### config.mk
export PLATFORM = sky130hd
export DESIGN_NAME = inkmask_front
export DESIGN_NICKNAME = d
export VERILOG_FILES = /design/src/rtl/inkmask_pkg.sv /design/src/rtl/inkmask_decode.sv /design/src/rtl/inkmask_pattern_reg.sv /design/src/rtl/inkmask_lane_gen.sv /design/src/rtl/inkmask_parity_guard.sv /design/src/rtl/inkmask_front.sv
export SDC_FILE = /design/constraint.sdc
export NUM_CORES = 1
export LEC_CHECK = 0
export ABC_AREA = 1
export ABC_CLOCK_PERIOD_IN_PS = 2070
export BUFFER_PORTS_ARGS = -buffer_cell sky130_fd_sc_hd__clkbuf_2
export CORE_MARGIN = 10
export CORE_UTILIZATION = 28
export CTS_CLUSTER_SIZE = 25
export DETAILED_ROUTE_END_ITERATION = 12
export SYNTH_ARGS = -nofsm -noshare
export SYNTH_HDL_FRONTEND = slang
export SYNTH_SLANG_ARGS = --single-unit
### constraint.sdc
create_clock -name clk -period 2.07 [get_ports clk]
set_input_delay 0.414 -clock clk [delete_from_list [all_inputs] [get_ports clk]]
set_output_delay 0.414 -clock clk [all_outputs]
set_load 0.01 [all_outputs]
### src/rtl/inkmask_pkg.sv
package inkmask_pkg;
  typedef enum logic [1:0] {
    VIEW_REPLACE = 2'd0,
    VIEW_INK     = 2'd1,
    VIEW_REG     = 2'd2
  } view_e;
endpackage

### src/rtl/inkmask_decode.sv
module inkmask_decode
  import inkmask_pkg::*;
#(
  parameter int PHYS_W = 23,
  localparam int AW    = PHYS_W + 2
) (
  input  logic [AW-1:0]     addr,
  output view_e             view,
  output logic [PHYS_W-1:0] word
);
  function automatic view_e view_of(input logic [AW-1:0] a);
    if (a[AW-1])       return VIEW_REG;
    else if (a[PHYS_W]) return VIEW_INK;
    else               return VIEW_REPLACE;
  endfunction

  assign view = view_of(addr);
  assign word = addr[PHYS_W-1:0];
endmodule

### src/rtl/inkmask_pattern_reg.sv
module inkmask_pattern_reg #(
  parameter int          DW      = 32,
  parameter logic [DW-1:0] PAT_RST = '0
) (
  input  logic          clk,
  input  logic          rst_n,
  input  logic          load,
  input  logic [DW-1:0] din,
  output logic [DW-1:0] q
);
  always_ff @(posedge clk or negedge rst_n) begin
    if (!rst_n)    q <= PAT_RST;
    else if (load) q <= din;
  end
endmodule

### src/rtl/inkmask_lane_gen.sv
module inkmask_lane_gen
  import inkmask_pkg::*;
#(
  parameter int DW = 32
) (
  input  logic          is_write,
  input  view_e         view,
  input  logic [DW-1:0] src,
  input  logic [DW-1:0] pattern,
  output logic [DW-1:0] bit_we_n,
  output logic [DW-1:0] wdata,
  output logic          par_we_n,
  output logic          wpar
);
  function automatic logic lane_we_n(input logic wr, input view_e v, input logic s);
    if (!wr) return 1'b1;
    case (v)
      VIEW_REPLACE: return 1'b0;
      VIEW_INK:     return ~s;
      default:      return 1'b1;
    endcase
  endfunction

  function automatic logic lane_data(input view_e v, input logic s, input logic p);
    return (v == VIEW_INK) ? p : s;
  endfunction

  for (genvar g = 0; g < DW; g++) begin : g_lane
    assign bit_we_n[g] = lane_we_n(is_write, view, src[g]);
    assign wdata[g]    = lane_data(view, src[g], pattern[g]);
  end

  assign par_we_n = !(is_write && view == VIEW_REPLACE);
  assign wpar     = ^src;
endmodule

### src/rtl/inkmask_parity_guard.sv
module inkmask_parity_guard
  import inkmask_pkg::*;
#(
  parameter int DW = 32
) (
  input  logic          clk,
  input  logic          rst_n,
  input  logic          rd_req,
  input  view_e         rd_view,
  input  logic [DW-1:0] arr_rdata,
  input  logic          arr_rpar,
  input  logic [DW-1:0] pattern,
  output logic          rsp_valid,
  output logic [DW-1:0] rsp_rdata,
  output logic          rsp_par_err
);
  logic  pend_q;
  view_e pend_view_q;

  always_ff @(posedge clk or negedge rst_n) begin
    if (!rst_n) begin
      pend_q      <= 1'b0;
      pend_view_q <= VIEW_REPLACE;
    end else begin
      pend_q      <= rd_req;
      pend_view_q <= rd_view;
    end
  end

  logic check_en;
  assign check_en    = pend_q && (pend_view_q == VIEW_REPLACE);
  assign rsp_valid   = pend_q;
  assign rsp_rdata   = (pend_view_q == VIEW_REG) ? pattern : arr_rdata;
  assign rsp_par_err = check_en && ((^arr_rdata) ^ arr_rpar);
endmodule

### src/rtl/inkmask_front.sv
module inkmask_front
  import inkmask_pkg::*;
#(
  parameter int            PHYS_W  = 23,
  parameter int            DW      = 32,
  parameter logic [DW-1:0] PAT_RST = '0,
  localparam int           AW      = PHYS_W + 2
) (
  input  logic              clk,
  input  logic              rst_n,
  input  logic              req_valid,
  input  logic              req_write,
  input  logic [AW-1:0]     req_addr,
  input  logic [DW-1:0]     req_wdata,
  output logic              rsp_valid,
  output logic [DW-1:0]     rsp_rdata,
  output logic              rsp_par_err,
  output logic [PHYS_W-1:0] arr_addr,
  output logic              arr_rd,
  output logic [DW-1:0]     arr_bit_we_n,
  output logic [DW-1:0]     arr_wdata,
  output logic              arr_par_we_n,
  output logic              arr_wpar,
  input  logic [DW-1:0]     arr_rdata,
  input  logic              arr_rpar
);
  view_e         view;
  logic [DW-1:0] pattern;
  logic          mem_wr, reg_wr, any_rd;

  inkmask_decode #(.PHYS_W(PHYS_W)) u_dec (
    .addr(req_addr), .view(view), .word(arr_addr)
  );

  assign mem_wr = req_valid && req_write && (view != VIEW_REG);
  assign reg_wr = req_valid && req_write && (view == VIEW_REG);
  assign any_rd = req_valid && !req_write;
  assign arr_rd = any_rd && (view != VIEW_REG);

  inkmask_pattern_reg #(.DW(DW), .PAT_RST(PAT_RST)) u_pat (
    .clk(clk), .rst_n(rst_n), .load(reg_wr), .din(req_wdata), .q(pattern)
  );

  inkmask_lane_gen #(.DW(DW)) u_lanes (
    .is_write(mem_wr), .view(view), .src(req_wdata), .pattern(pattern),
    .bit_we_n(arr_bit_we_n), .wdata(arr_wdata),
    .par_we_n(arr_par_we_n), .wpar(arr_wpar)
  );

  inkmask_parity_guard #(.DW(DW)) u_guard (
    .clk(clk), .rst_n(rst_n), .rd_req(any_rd), .rd_view(view),
    .arr_rdata(arr_rdata), .arr_rpar(arr_rpar), .pattern(pattern),
    .rsp_valid(rsp_valid), .rsp_rdata(rsp_rdata), .rsp_par_err(rsp_par_err)
  );
endmodule

Word-level counts from Yosys, hierarchy flattened
Index checks and enable logic that the tools add are counted.
{"block": "word_totals", "regBits": 35, "latch_bits": 0, "mem_bits_rw": 0, "rom_bits": 0, "in_bits": 94, "output_inout_bits": 124, "wordCells": 153, "mem_count": 0}
{"block": "classes", "addsub": 0, "multipliers": 0, "n_div": 0, "n_lt_le_gt_ge": 0, "n_eq_ne": 4, "shift": 0, "n_mux": 99, "n_bitwise": 33, "n_reduce_logical": 14}
{"op": "$mux 1", "n": 65}
{"op": "$pmux 1 s2", "n": 32}
{"op": "$reduce_xor 32->1", "n": 2}
{"op": "$mux 32", "n": 1}
{"op": "$not 1->1", "n": 32}
{"op": "$logic_and 1x1->1", "n": 8}
{"op": "$eq 2x2->1 const B", "n": 2}
{"op": "$logic_not 2->1", "n": 2}
{"op": "$eq 2x1->1 const B", "n": 1}
{"op": "$logic_not 1->1", "n": 2}
{"op": "$mux 2", "n": 1}
{"op": "$ne 2x2->1 const B", "n": 1}
{"op": "$xor 1x1->1", "n": 1}

Logic depth before layout (Yosys ltp)
{"block": "logic_depth", "word_depth": 6, "depth_mapped": 14}

Hierarchy
From an unflattened synthesis, not the netlist that was laid out.
{"block": "unflattened", "cells_unflattened": 701, "hier_area_um2": 4035.1}
{"mod": "inkmask_lane_gen", "n_inst": 1, "cells_per_inst": 315, "area_per_inst_um2": 1382.6}
{"mod": "inkmask_pattern_reg", "n_inst": 1, "cells_per_inst": 136, "area_per_inst_um2": 1292.5}
{"mod": "inkmask_parity_guard", "n_inst": 1, "cells_per_inst": 213, "area_per_inst_um2": 1126.1}
{"mod": "inkmask_decode", "n_inst": 1, "cells_per_inst": 26, "area_per_inst_um2": 190.2}
{"mod": "inkmask_front", "n_inst": 1, "cells_per_inst": 11, "area_per_inst_um2": 43.8}

Worst setup path before layout
No wires, ideal clock.
{"block": "synth_timing", "path_kind": "in2out", "startpoint": "in req_wdata[7]", "endpoint": "out arr_wpar", "t_arrival_ns": 1.243, "required_ns": 1.656, "slack_ns": 0.413, "cell_stages": 7, "n_path_buf": 0, "cell_sequence": "xnor2_1 > xnor2_2 > xor2_1 > nand2_1 > nand2_1 > nand3_1 > nand2_1"}
{"block": "synth_between", "elab_chain_cells": 1}
{"element": "from (decl)", "line_no": "inkmask_front.sv:14", "source": "input logic [DW-1:0] req_wdata,"}
{"element": "$reduce_xor 32->1", "line_no": "inkmask_lane_gen.sv:34", "source": "assign wpar = ^src;"}
{"element": "to (decl)", "line_no": "inkmask_front.sv:23", "source": "output logic arr_wpar,"}
Every way passes these cells.

Worst setup path after layout
{"block": "layout_timing", "startpoint": "in arr_rdata[9]", "endpoint": "out rsp_par_err"}
{"block": "layout_between", "elab_chain_cells": 3}
{"element": "from (decl)", "line_no": "inkmask_front.sv:24", "source": "input logic [DW-1:0] arr_rdata,"}
{"element": "$reduce_xor 32->1", "line_no": "inkmask_parity_guard.sv:34", "source": "assign rsp_par_err = check_en && ((^arr_rdata) ^ arr_rpar);"}
{"element": "$xor 1x1->1", "line_no": "inkmask_parity_guard.sv:34"}
{"element": "$logic_and 1x1->1", "line_no": "inkmask_parity_guard.sv:34"}
{"element": "to (decl)", "line_no": "inkmask_front.sv:17", "source": "output logic rsp_par_err,"}
Every way passes these cells.

==> results.md <==
* Post CTS Setup Buffer Count at 0
* Die height at 130 um
* Diodes inserted at 0
* R2R depth at 2
* Cell mode on critical path: nand2_2
* Slowest CP cell: buf_2
* DRC Markers at 0
* #FFs+latches synth at 35
* Finished Layout Cells at 799
* Final core occ at 41.0%
* Register area share after synthesis at 26.0%
* Crit end category: output port
* Leakage at 0.00253 uW
* Unique masters post-synth at 20
* Syn. warnings at 0
* Clock skew at 0 ps
* Vias per cell at 4.62
* Pin count of the biggest net entering global routing at 65
* Final Hold Viols at 0
* Routed wire per std cell at 15.9 um
* IO buf count at 171
* Fin crit period at 2010 ps
* CTS Buf Count at 5
* Max layer used: met4
* Vias in the first global route at 3645
* Nets at 750
* Setup crit start: arr_rdata[9]
* Met1 Wirelength at 5410 um
* Setup Crit Path Kind: in -> out
* Unrepaired setup endpoints after global routing: yes
* DRT Pass-1 Iters at 5
* CP startpoint kind: input port
* Pwr/cell area at 632 nW/um^2
* Total GRT Usage at 14.1%
* Routed via count at 3692
* Final setup viols at 0
* Period utilization at 97.3%
* Antenna violations before repair at 0
* Chip width at 130 um
* Placer congestion estimate at 0.878
* Dpl hpwl at 10400 um
* Post-synth design cell area at 3360 um^2
* CP max stage delay at 140 ps
* FMAX at 496 MHz
* Top fanout value on the critical path at 3
* # IOs at 218
* Starting Density at 29.1%
* Power, Total at 3000 uW
* WL final at 12700 um
* Rows at 39
* HP Class: in -> async
* Met2 routed WL at 6300 um
* Metal3 WL at 784 um
* CTS max path bufs at 2
* Placed insts at 792
* CP required at 1660 ps
* DR iter-0 viols at 129
* Most frequent cells in the layout: clkbuf_2 (156), nand2_1 (133), o21ai_0 (96)
* Reg clk slew, reported paths at 50 ps
* Die ar. at 16800 um^2
* Clk sink count at 35
* Routed Antenna Nets at 0
* Worst vdd rail ir drop at 0.306 mV
* First-pass GRT wire length at 19100 um
* Max Cap Viol at 0
* H-tree depth at 2
* Area Growth Syn to Fin at 41.1%
* Cells after Synth at 513
* TritonCTS clock tree: built
* Setup slack after layout at 55.5 ps
* TNS Setup at 0 ps
* DP Worst Slack at -30.5 ps
* Slew Viols, Final at 0
* Root Driver: clkbuf_16
* Commonest non-fill, non-tap cell in the layout: clkbuf_2
* Worst-path cell chain: buf_8, nand2_4, inv_2, nor2_2, nand2_2, nand2_2, nand2_2, nand2_2, nand2_2, nand2_1, nand2_1, nand2_2, nand2_2, a21oi_2, buf_2
* Net Count, Synth at 607
* R2r startpoint: u_pat.q[4]
* Critical path arrival at 1600 ps
* GR Overflow Total at 0
* Status: finished, final reports clean
* Core ar. at 11600 um^2
* Slew @ Worst Pin at 554 ps
* Skew-Pair Late Insertion Delay at 270 ps
* FILL cells at 1193
* Mean Syn Cell Area at 6.56 um^2
* Share of layout cells above drive strength 1 at 43.3%
* Relative slew slack at 63.0%
-- routing by layer --
metal,GRT usage [%],vias to the layer above
met5,0,-
met4,4.23,0
met3,2.65,15
met2,23.6,126
met1,18.0,1681
li1,-,1870
-- final cells by class --
class                           count  area, um^2  share of cell area [%]
Timing Repair Buffer              182        1030                    21.7
Multi-Input combinational cell    373        2280                    47.9
Tap cell                          143         179                    3.77
Sequential cell                    35         876                    18.5
Clock inverter                      1        30.0                   0.633
Inverter                           59         226                    4.77
Clock buffer                        6         129                    2.71
-- per-stage QoR --
stage	hold WS (ps)	cell area [um^2]
2_1_floorplan	118	3360
3_3_place_gp	414	4270
3_5_place_dp	414	4270
4_1_cts	118	4430
5_1_grt	137	4750
6_report	90.4	4750
-- state kept, by name, indices dropped and copies added (netlist names) --
signal and cells:
u_pat.q 32, u_guard.pend_view_q 2, u_guard.rsp_valid 1
-- repair_timing --
| action | in CTS | in global routing |
|---|---|---|
| endpoints found under the setup margin | 1 | 2 |
| resized for setup | 1 | 107 |
| pin swaps | 0 | 49 |
| hold buffers | 0 | 0 |
-- final timing paths --
check	endpoint	slack, ps
min in group clk	u_guard.rsp_valid	350
min	u_guard.rsp_valid	90
max in group asynchronous	u_pat.q[12]	1350
max	rsp_par_err	60
min reg2reg	u_pat.q[16]	520
max reg2reg	u_pat.q[4]	1340
-- synthesized netlist by cell type (all sizes together) --
library cell,instances,area [um^2]
mux2,18,203
clkbuf,16,60.1
inv,59,221
a21oi,15,78.8
nor2,20,75.1
buf,30,206
dfrtp,35,876
o21ai,96,480
nand2,164,616
nor3,1,5.00
nand3b,1,7.51
nand3,9,45.0
xnor2,36,368
xor2,13,121
-- cell families after synthesis --
| family | synth area share, % |
|---|---|
| compound gates | 16.6 |
| xor+xnor | 14.5 |
| buf+inv | 14.5 |
| flops | 26.0 |
| mux | 6.03 |
| simple gates | 22.2 |
-- critical path: cells and delay by family --
family | cells | cell delay (ps)
compound gates | 1 | 110
buf+inv | 3 | 290
simple gates | 11 | 780
-- power breakdown --
group	leakage (uW)	switching, uW	internal [uW]
Combinational	0.00202	719	560
Sequential	0.000437	105	788
Clock	0.0000769	268	561
(Power assumes the default switching activity.)
